$ cat src/rtl/rgn_guard_pkg.sv
package rgn_guard_pkg;
    localparam int ADDR_W   = 18;
    localparam int LG_W     = 5;
    localparam int CFG_W    = 32;
    localparam int RD_BIT   = 30;
    localparam int WR_BIT   = 29;
    localparam int LG_LSB   = 24;
    localparam int BASE_LSB = 2;

    typedef struct packed {
        logic              rd_blk;
        logic              wr_blk;
        logic [LG_W-1:0]   lg;
        logic [ADDR_W-1:0] base;
    } prot_ent_t;

    // bits at positions below lg are don't-care in the range compare
    function automatic logic [ADDR_W-1:0] keep_mask(input logic [LG_W-1:0] lg);
        logic [ADDR_W-1:0] m;
        for (int i = 0; i < ADDR_W; i++) begin
            m[i] = (i >= int'(lg));
        end
        return m;
    endfunction
endpackage

$ cat src/rtl/rgn_entry_bank.sv
module rgn_entry_bank
    import rgn_guard_pkg::*;
#(
    parameter int N_ENT = 8,
    localparam int IDX_W = (N_ENT > 1) ? $clog2(N_ENT) : 1
) (
    input  logic                    clk,
    input  logic                    rst_n,
    input  logic                    cfg_we_i,
    input  logic [IDX_W-1:0]        cfg_idx_i,
    input  logic [CFG_W-1:0]        cfg_data_i,
    output prot_ent_t [N_ENT-1:0]   ents_o
);
    typedef struct packed {
        prot_ent_t [N_ENT-1:0] ent;
    } bank_st_t;

    bank_st_t st_d, st_q;
    prot_ent_t new_ent;
    logic unused_cfg_bits;

    assign unused_cfg_bits = ^{cfg_data_i[31], cfg_data_i[23:20], cfg_data_i[1:0]};

    always_comb begin
        new_ent.rd_blk = cfg_data_i[RD_BIT];
        new_ent.wr_blk = cfg_data_i[WR_BIT];
        new_ent.lg     = cfg_data_i[LG_LSB +: LG_W];
        new_ent.base   = cfg_data_i[BASE_LSB +: ADDR_W];
        st_d = st_q;
        if (cfg_we_i && (int'(cfg_idx_i) < N_ENT)) begin
            st_d.ent[cfg_idx_i] = new_ent;
        end
    end

    always_ff @(posedge clk or negedge rst_n) begin
        if (!rst_n) st_q <= '0;
        else        st_q <= st_d;
    end

    assign ents_o = st_q.ent;

    p_cfg_load_r2: assert property (@(posedge clk) disable iff (!rst_n)
        (cfg_we_i && int'(cfg_idx_i) < N_ENT) |=>
            (ents_o[$past(cfg_idx_i)].base == $past(cfg_data_i[BASE_LSB +: ADDR_W]))
         && (ents_o[$past(cfg_idx_i)].lg == $past(cfg_data_i[LG_LSB +: LG_W]))
         && (ents_o[$past(cfg_idx_i)].rd_blk == $past(cfg_data_i[RD_BIT]))
         && (ents_o[$past(cfg_idx_i)].wr_blk == $past(cfg_data_i[WR_BIT])));

    p_cfg_hold_r2: assert property (@(posedge clk) disable iff (!rst_n)
        !cfg_we_i |=> $stable(ents_o));
endmodule

$ cat src/rtl/rgn_match.sv
module rgn_match
    import rgn_guard_pkg::*;
(
    input  prot_ent_t          ent_i,
    input  logic [ADDR_W-1:0]  addr_i,
    input  logic               write_i,
    output logic               hit_o
);
    logic [ADDR_W-1:0] mask;
    logic              in_rng;
    logic              blocks;

    always_comb begin
        mask   = keep_mask(ent_i.lg);
        in_rng = ((addr_i ^ ent_i.base) & mask) == '0;
        blocks = write_i ? ent_i.wr_blk : ent_i.rd_blk;
        hit_o  = in_rng && blocks;
    end

    always_comb begin
        if (hit_o) begin
            p_disabled_silent_r5: assert (ent_i.rd_blk || ent_i.wr_blk);
        end
    end
endmodule

$ cat src/rtl/rgn_status.sv
module rgn_status
    import rgn_guard_pkg::*;
(
    input  logic               clk,
    input  logic               rst_n,
    input  logic               viol_i,
    input  logic [ADDR_W-1:0]  addr_i,
    input  logic               write_i,
    input  logic               clr_i,
    output logic               vld_o,
    output logic [ADDR_W-1:0]  addr_o,
    output logic               write_o
);
    typedef struct packed {
        logic              vld;
        logic [ADDR_W-1:0] addr;
        logic              wr;
    } stat_st_t;

    stat_st_t st_d, st_q;

    always_comb begin
        st_d = st_q;
        if (clr_i) st_d.vld = 1'b0;
        if (viol_i && (!st_q.vld || clr_i)) begin
            st_d.vld  = 1'b1;
            st_d.addr = addr_i;
            st_d.wr   = write_i;
        end
    end

    always_ff @(posedge clk or negedge rst_n) begin
        if (!rst_n) st_q <= '0;
        else        st_q <= st_d;
    end

    assign vld_o   = st_q.vld;
    assign addr_o  = st_q.addr;
    assign write_o = st_q.wr;

    p_capture_first_r7: assert property (@(posedge clk) disable iff (!rst_n)
        (viol_i && !vld_o) |=> (vld_o && addr_o == $past(addr_i) && write_o == $past(write_i)));

    p_sticky_r7: assert property (@(posedge clk) disable iff (!rst_n)
        (vld_o && !clr_i) |=> (vld_o && $stable(addr_o) && $stable(write_o)));

    p_clear_r8: assert property (@(posedge clk) disable iff (!rst_n)
        (clr_i && !viol_i) |=> !vld_o);

    p_clear_race_r8: assert property (@(posedge clk) disable iff (!rst_n)
        (clr_i && viol_i) |=> (vld_o && addr_o == $past(addr_i)));
endmodule

$ cat src/rtl/rgn_guard.sv
module rgn_guard
    import rgn_guard_pkg::*;
#(
    parameter int N_ENT = 8,
    localparam int IDX_W = (N_ENT > 1) ? $clog2(N_ENT) : 1
) (
    input  logic               clk,
    input  logic               rst_n,
    input  logic               cfg_we_i,
    input  logic [IDX_W-1:0]   cfg_idx_i,
    input  logic [CFG_W-1:0]   cfg_data_i,
    input  logic               req_valid_i,
    input  logic [ADDR_W-1:0]  req_addr_i,
    input  logic               req_write_i,
    output logic               viol_o,
    input  logic               stat_clr_i,
    output logic               stat_valid_o,
    output logic [ADDR_W-1:0]  stat_addr_o,
    output logic               stat_write_o
);
    prot_ent_t [N_ENT-1:0] ents;
    logic      [N_ENT-1:0] hits;

    rgn_entry_bank #(.N_ENT(N_ENT)) u_bank (
        .clk        (clk),
        .rst_n      (rst_n),
        .cfg_we_i   (cfg_we_i),
        .cfg_idx_i  (cfg_idx_i),
        .cfg_data_i (cfg_data_i),
        .ents_o     (ents)
    );

    for (genvar g = 0; g < N_ENT; g++) begin : g_match
        rgn_match u_match (
            .ent_i   (ents[g]),
            .addr_i  (req_addr_i),
            .write_i (req_write_i),
            .hit_o   (hits[g])
        );
    end

    assign viol_o = req_valid_i && (|hits);

    rgn_status u_stat (
        .clk     (clk),
        .rst_n   (rst_n),
        .viol_i  (viol_o),
        .addr_i  (req_addr_i),
        .write_i (req_write_i),
        .clr_i   (stat_clr_i),
        .vld_o   (stat_valid_o),
        .addr_o  (stat_addr_o),
        .write_o (stat_write_o)
    );

    p_status_source_r7: assert property (@(posedge clk) disable iff (!rst_n)
        $rose(stat_valid_o) |-> $past(viol_o));
endmodule

$ cat config.mk
export PLATFORM = sky130hd
export DESIGN_NAME = rgn_guard
export DESIGN_NICKNAME = d
export VERILOG_FILES = /design/src/rtl/rgn_guard_pkg.sv /design/src/rtl/rgn_entry_bank.sv /design/src/rtl/rgn_match.sv /design/src/rtl/rgn_status.sv /design/src/rtl/rgn_guard.sv
export SDC_FILE = /design/constraint.sdc
export NUM_CORES = 1
export LEC_CHECK = 0
export BUFFER_PORTS_ARGS = -buffer_cell sky130_fd_sc_hd__buf_4
export CAP_MARGIN = 5
export CORE_MARGIN = 4
export CORE_UTILIZATION = 60
export CTS_CLUSTER_SIZE = 25
export DETAILED_ROUTE_END_ITERATION = 12
export PLACE_DENSITY = 0.8
export SLEW_MARGIN = 5
export SYNTH_ARGS = -nofsm -noshare
export SYNTH_HDL_FRONTEND = slang
export SYNTH_SLANG_ARGS = --single-unit
$ cat constraint.sdc
create_clock -name clk -period 4.5 [get_ports clk]
set_clock_uncertainty 0.1 [all_clocks]
set_input_delay 0 -clock clk [delete_from_list [all_inputs] [get_ports clk]]
set_output_delay 0 -clock clk [all_outputs]
set_load 0.01 [all_outputs]
==> run_results.csv <==
group,metric,value,unit
sta,rsz0062_at_grt,"false",
synthesis,ys_top_cells_by_count,"dfrtp_1, mux2_2, xor2_1",
power,power_frac_comb,0.261,
route,firstDrtPassIters,5,
sta,max-slew-margin-rel,0.406,
synthesis,synth.most_common_cell,"dfrtp_1",
synthesis,ys.flop_type,"dfrtp_1",
grt,grt_use_total,0.299,
clocking,cts.root.buffer_cell,"clkbuf_16",
synthesis,synthArstFlopShare,1.00,
synthesis,ys_warn_count,0,
power,p_clk_frac,0.310,
clocking,clock-sinks,220,
route,routed_via_density,6.34,
synthesis,synth_area_leaders,"dfrtp_1, mux2_2, xor2_1",
place,hpwl,19700,um
critical_path,end_kind,"flip-flop",
synthesis,synth_top_area_share,0.488,
synthesis,netlist_instances,935,
synthesis,synth_edf_count,0,
sta,clock.fmax,0.316,GHz
critical_path,start_kind,"flip-flop",
critical_path,path_cells,"and2_1 > o21ai_0 > a221oi_1 > o211ai_1 > a221oi_1 > a2111oi_1 > nand3_1 > a21bo_2 > dlygate4sd3_1",
critical_path,critPathLaunch,"u_bank.ents_o[45]",
sta,hold_violations,0,
grt,grt_pass1_vias,8033,
power,finalPower,0.00687,W
clocking,cts_tree,"built",
die,rows,49,
synthesis,syn_area_per_cell,12.1,um^2
synthesis,ys_ff_latch,220,
place,dp.cells,1173,
power,p_sw_frac,0.304,
layout,fin_nets,1076,
route,drt_iter0_markers,766,
power,seqPwrFrac,0.429,
power,p_int,0.00479,W
synthesis,synth-compound-area-share,0.0946,
sta,post-route-period-util,0.704,
sta,setup_violations,0,
critical_path,cpMaxStageDelayCell,"a2111oi_1",
clocking,clk_pin_slew,0.06,ns
synthesis,synth_top_cell_by_area,"dfrtp_1",
critical_path,cp.buffers_inverters,1,
route,wl,31600,um
clocking,cts.path.max_buffers,3,
synthesis,synth_mux_area_frac,0.224,
die,fp.dieH,145,um
layout,fin_cells,1264,
critical_path,cpPeakStageDelay,0.61,ns
die,coreArea,0.0182,mm^2
route,drt-wirelength-per-cell,25.0,um
grt,antenna_found_initial,0,
grt,grt_max_degree,120,
critical_path,cp_top_family,"compound AO/OA/AOI/OAI gates",
die,pin_count,80,
clocking,post_cts_buffers,0,
power,power_switching,0.00209,W
layout,fill_cells,1295,
critical_path,crit_fanout,10,
sta,fin_crit,3.17,ns
route,drtAntennaViolNets,0,
die,die_w,145,um
synthesis,ys_types,64,
synthesis,synthAdderAreaFrac,0.000886,
status,status,"finished clean",
critical_path,r2r_slack,1.33,ns
sta,worst_pin_slew,0.890,ns
grt,overflow,0,
critical_path,worstReg2RegEnd,"u_stat.vld_o",
sta,tns,0,ns
critical_path,timing.rr.start,"u_bank.ents_o[45]",
clocking,htreeDepth,1,
synthesis,yosysSeqAreaShare,0.488,
clocking,cts_buffers,24,
critical_path,crit_required,4.80,ns
critical_path,cp-endpoint,"u_stat.vld_o",
synthesis,synth_top_family_by_area,"multiplexers",
synthesis,synth_nets,994,
sta,maxSlewViolCount,0,
power,cellLeakagePower,5.62,nW
clocking,insertion_delay,0.52,ns
critical_path,critPathKind,"flip-flop to flip-flop",
place,gp_congestion,0.879,
route,vias,8009,
power,powerDensity,520,mW/mm^2
power,peakVddDrop,312,uV
critical_path,cp_num_cells,9,
grt,grt_pass1_wl,48700,um
critical_path,r2r_cells,9,
layout,antenna_cells,0,
synthesis,synth_area,0.0113,mm^2
clocking,cts.repair.resized,0,
critical_path,cp.arrival,3.47,ns
min_path,hold_class,"primary input to flip-flop",
layout,area_growth,17.1,%
layout,post-route-util,0.726,
place,port_buffers,72,
critical_path,crit_top_cell,"a221oi_1",
route,drc,0,
synthesis,synth_xor_area_frac,0.113,
die,die-area,0.0211,mm^2
run,maxCapViolCount,0,
layout,drive_above_1_share,0.327,
die,initial_utilization,0.620,
synthesis,synth-simple-area-share,0.0462,
[power by group through the flow]
stage	Clock, W	Sequential, W	Combinational (W)
2_1_floorplan	0	0.00279	0.00132
3_3_place_gp	0	0.00293	0.00169
3_5_place_dp	0	0.00296	0.00173
4_1_cts	0.00215	0.00293	0.00179
5_1_grt	0.00223	0.00301	0.00195
6_report	0.00213	0.00295	0.00180
[stage by stage]
stage	hold WS [ns]	area [um^2]	worst slack (ns)
6_report	0.0343	13200	1.33
5_1_grt	0.0556	13200	1.18
4_1_cts	0.0215	13200	1.33
3_5_place_dp	0.0523	11900	1.48
3_3_place_gp	0.0522	11900	1.53
2_1_floorplan	-0.396	11300	1.90
[area by class of cell]
| cell class | instances | area (um^2) | share of cell area |
|---|---|---|---|
| inverter | 7 | 26.3 | 0.00199 |
| clock inverter | 5 | 103 | 0.00776 |
| clock buffer | 39 | 768 | 0.0581 |
| timing repair buffer | 129 | 1110 | 0.0837 |
| tap | 229 | 287 | 0.0217 |
| multi-input combinational | 635 | 5430 | 0.410 |
| sequential | 220 | 5510 | 0.416 |
[layout by cell type, fill, tap and decap left out, types with 4 or more instances in the layout]
cell           instances
nand2_1               39
a31oi_1                9
dlygate4sd3_1         47
o21ai_1                5
nor4_1                 4
a221oi_1               6
mux2_2               196
buf_4                 80
o21ai_0               33
o211ai_1               5
clkbuf_1               5
o31ai_1                9
mux2i_1                7
mux2_4                10
a21oi_1               42
nor3_1                12
a211oi_1               9
nand4_1                6
xor2_1                77
nand3_1               10
nand2b_1               6
clkbuf_8               9
xnor2_1               65
clkbuf_16             25
nor2_1                11
mux2_1                 9
dfrtp_1              220
inv_1                  7
[metal layers]
| metal | share of wire | vias to the layer above | track usage |
|---|---|---|---|
| met2 | 0.47 | 352 | 0.470 |
| li1 | - | 3497 | - |
| met4 | 0.031 | 0 | 0.0969 |
| met3 | 0.078 | 74 | 0.0490 |
| met5 | 0 | - | 0 |
| met1 | 0.43 | 4086 | 0.429 |
[timing repair]
action	CTS	global route
endpoints found under the setup margin	0	0
hold buffers	47	0
hold endpoints to repair	338	0
[kinds of logic after synthesis]
kind of cell | after synthesis
multiplexers | 222
AO/OA/AOI/OAI | 162
buffers and inverters | 80
AND/OR/NAND/NOR | 106
flip-flops | 220
adder cells (fa/ha/maj) | 1
XOR/XNOR | 144
[tightest hold or removal path, cell delays in order]
cell and delay, ns:
buf_4 0.13, nor3b_2 0.05, buf_4 0.24, nand2_1 0.10, o21ai_0 0.07
[flip-flops by register name (all words and copies together), names as in the netlist]
signal,flops
u_stat.write_o,1
u_stat.addr_o,18
u_stat.vld_o,1
u_bank.ents_o,200
[worst min path at each step]
stage | startpoint | endpoint | slack [ns] | cells past startpoint
floorplan | rst_n | u_bank.ents_o[0] | -0.40 | 0
global placement | rst_n | u_bank.ents_o[99] | 0.05 | 1
detailed placement | rst_n | u_stat.addr_o[14] | 0.05 | 1
CTS | cfg_idx_i[0] | u_bank.ents_o[118] | 0.02 | 5
global route | cfg_idx_i[1] | u_bank.ents_o[43] | 0.06 | 4
finish | cfg_idx_i[0] | u_bank.ents_o[70] | 0.03 | 5
Power figures use the tool's default switching activity.
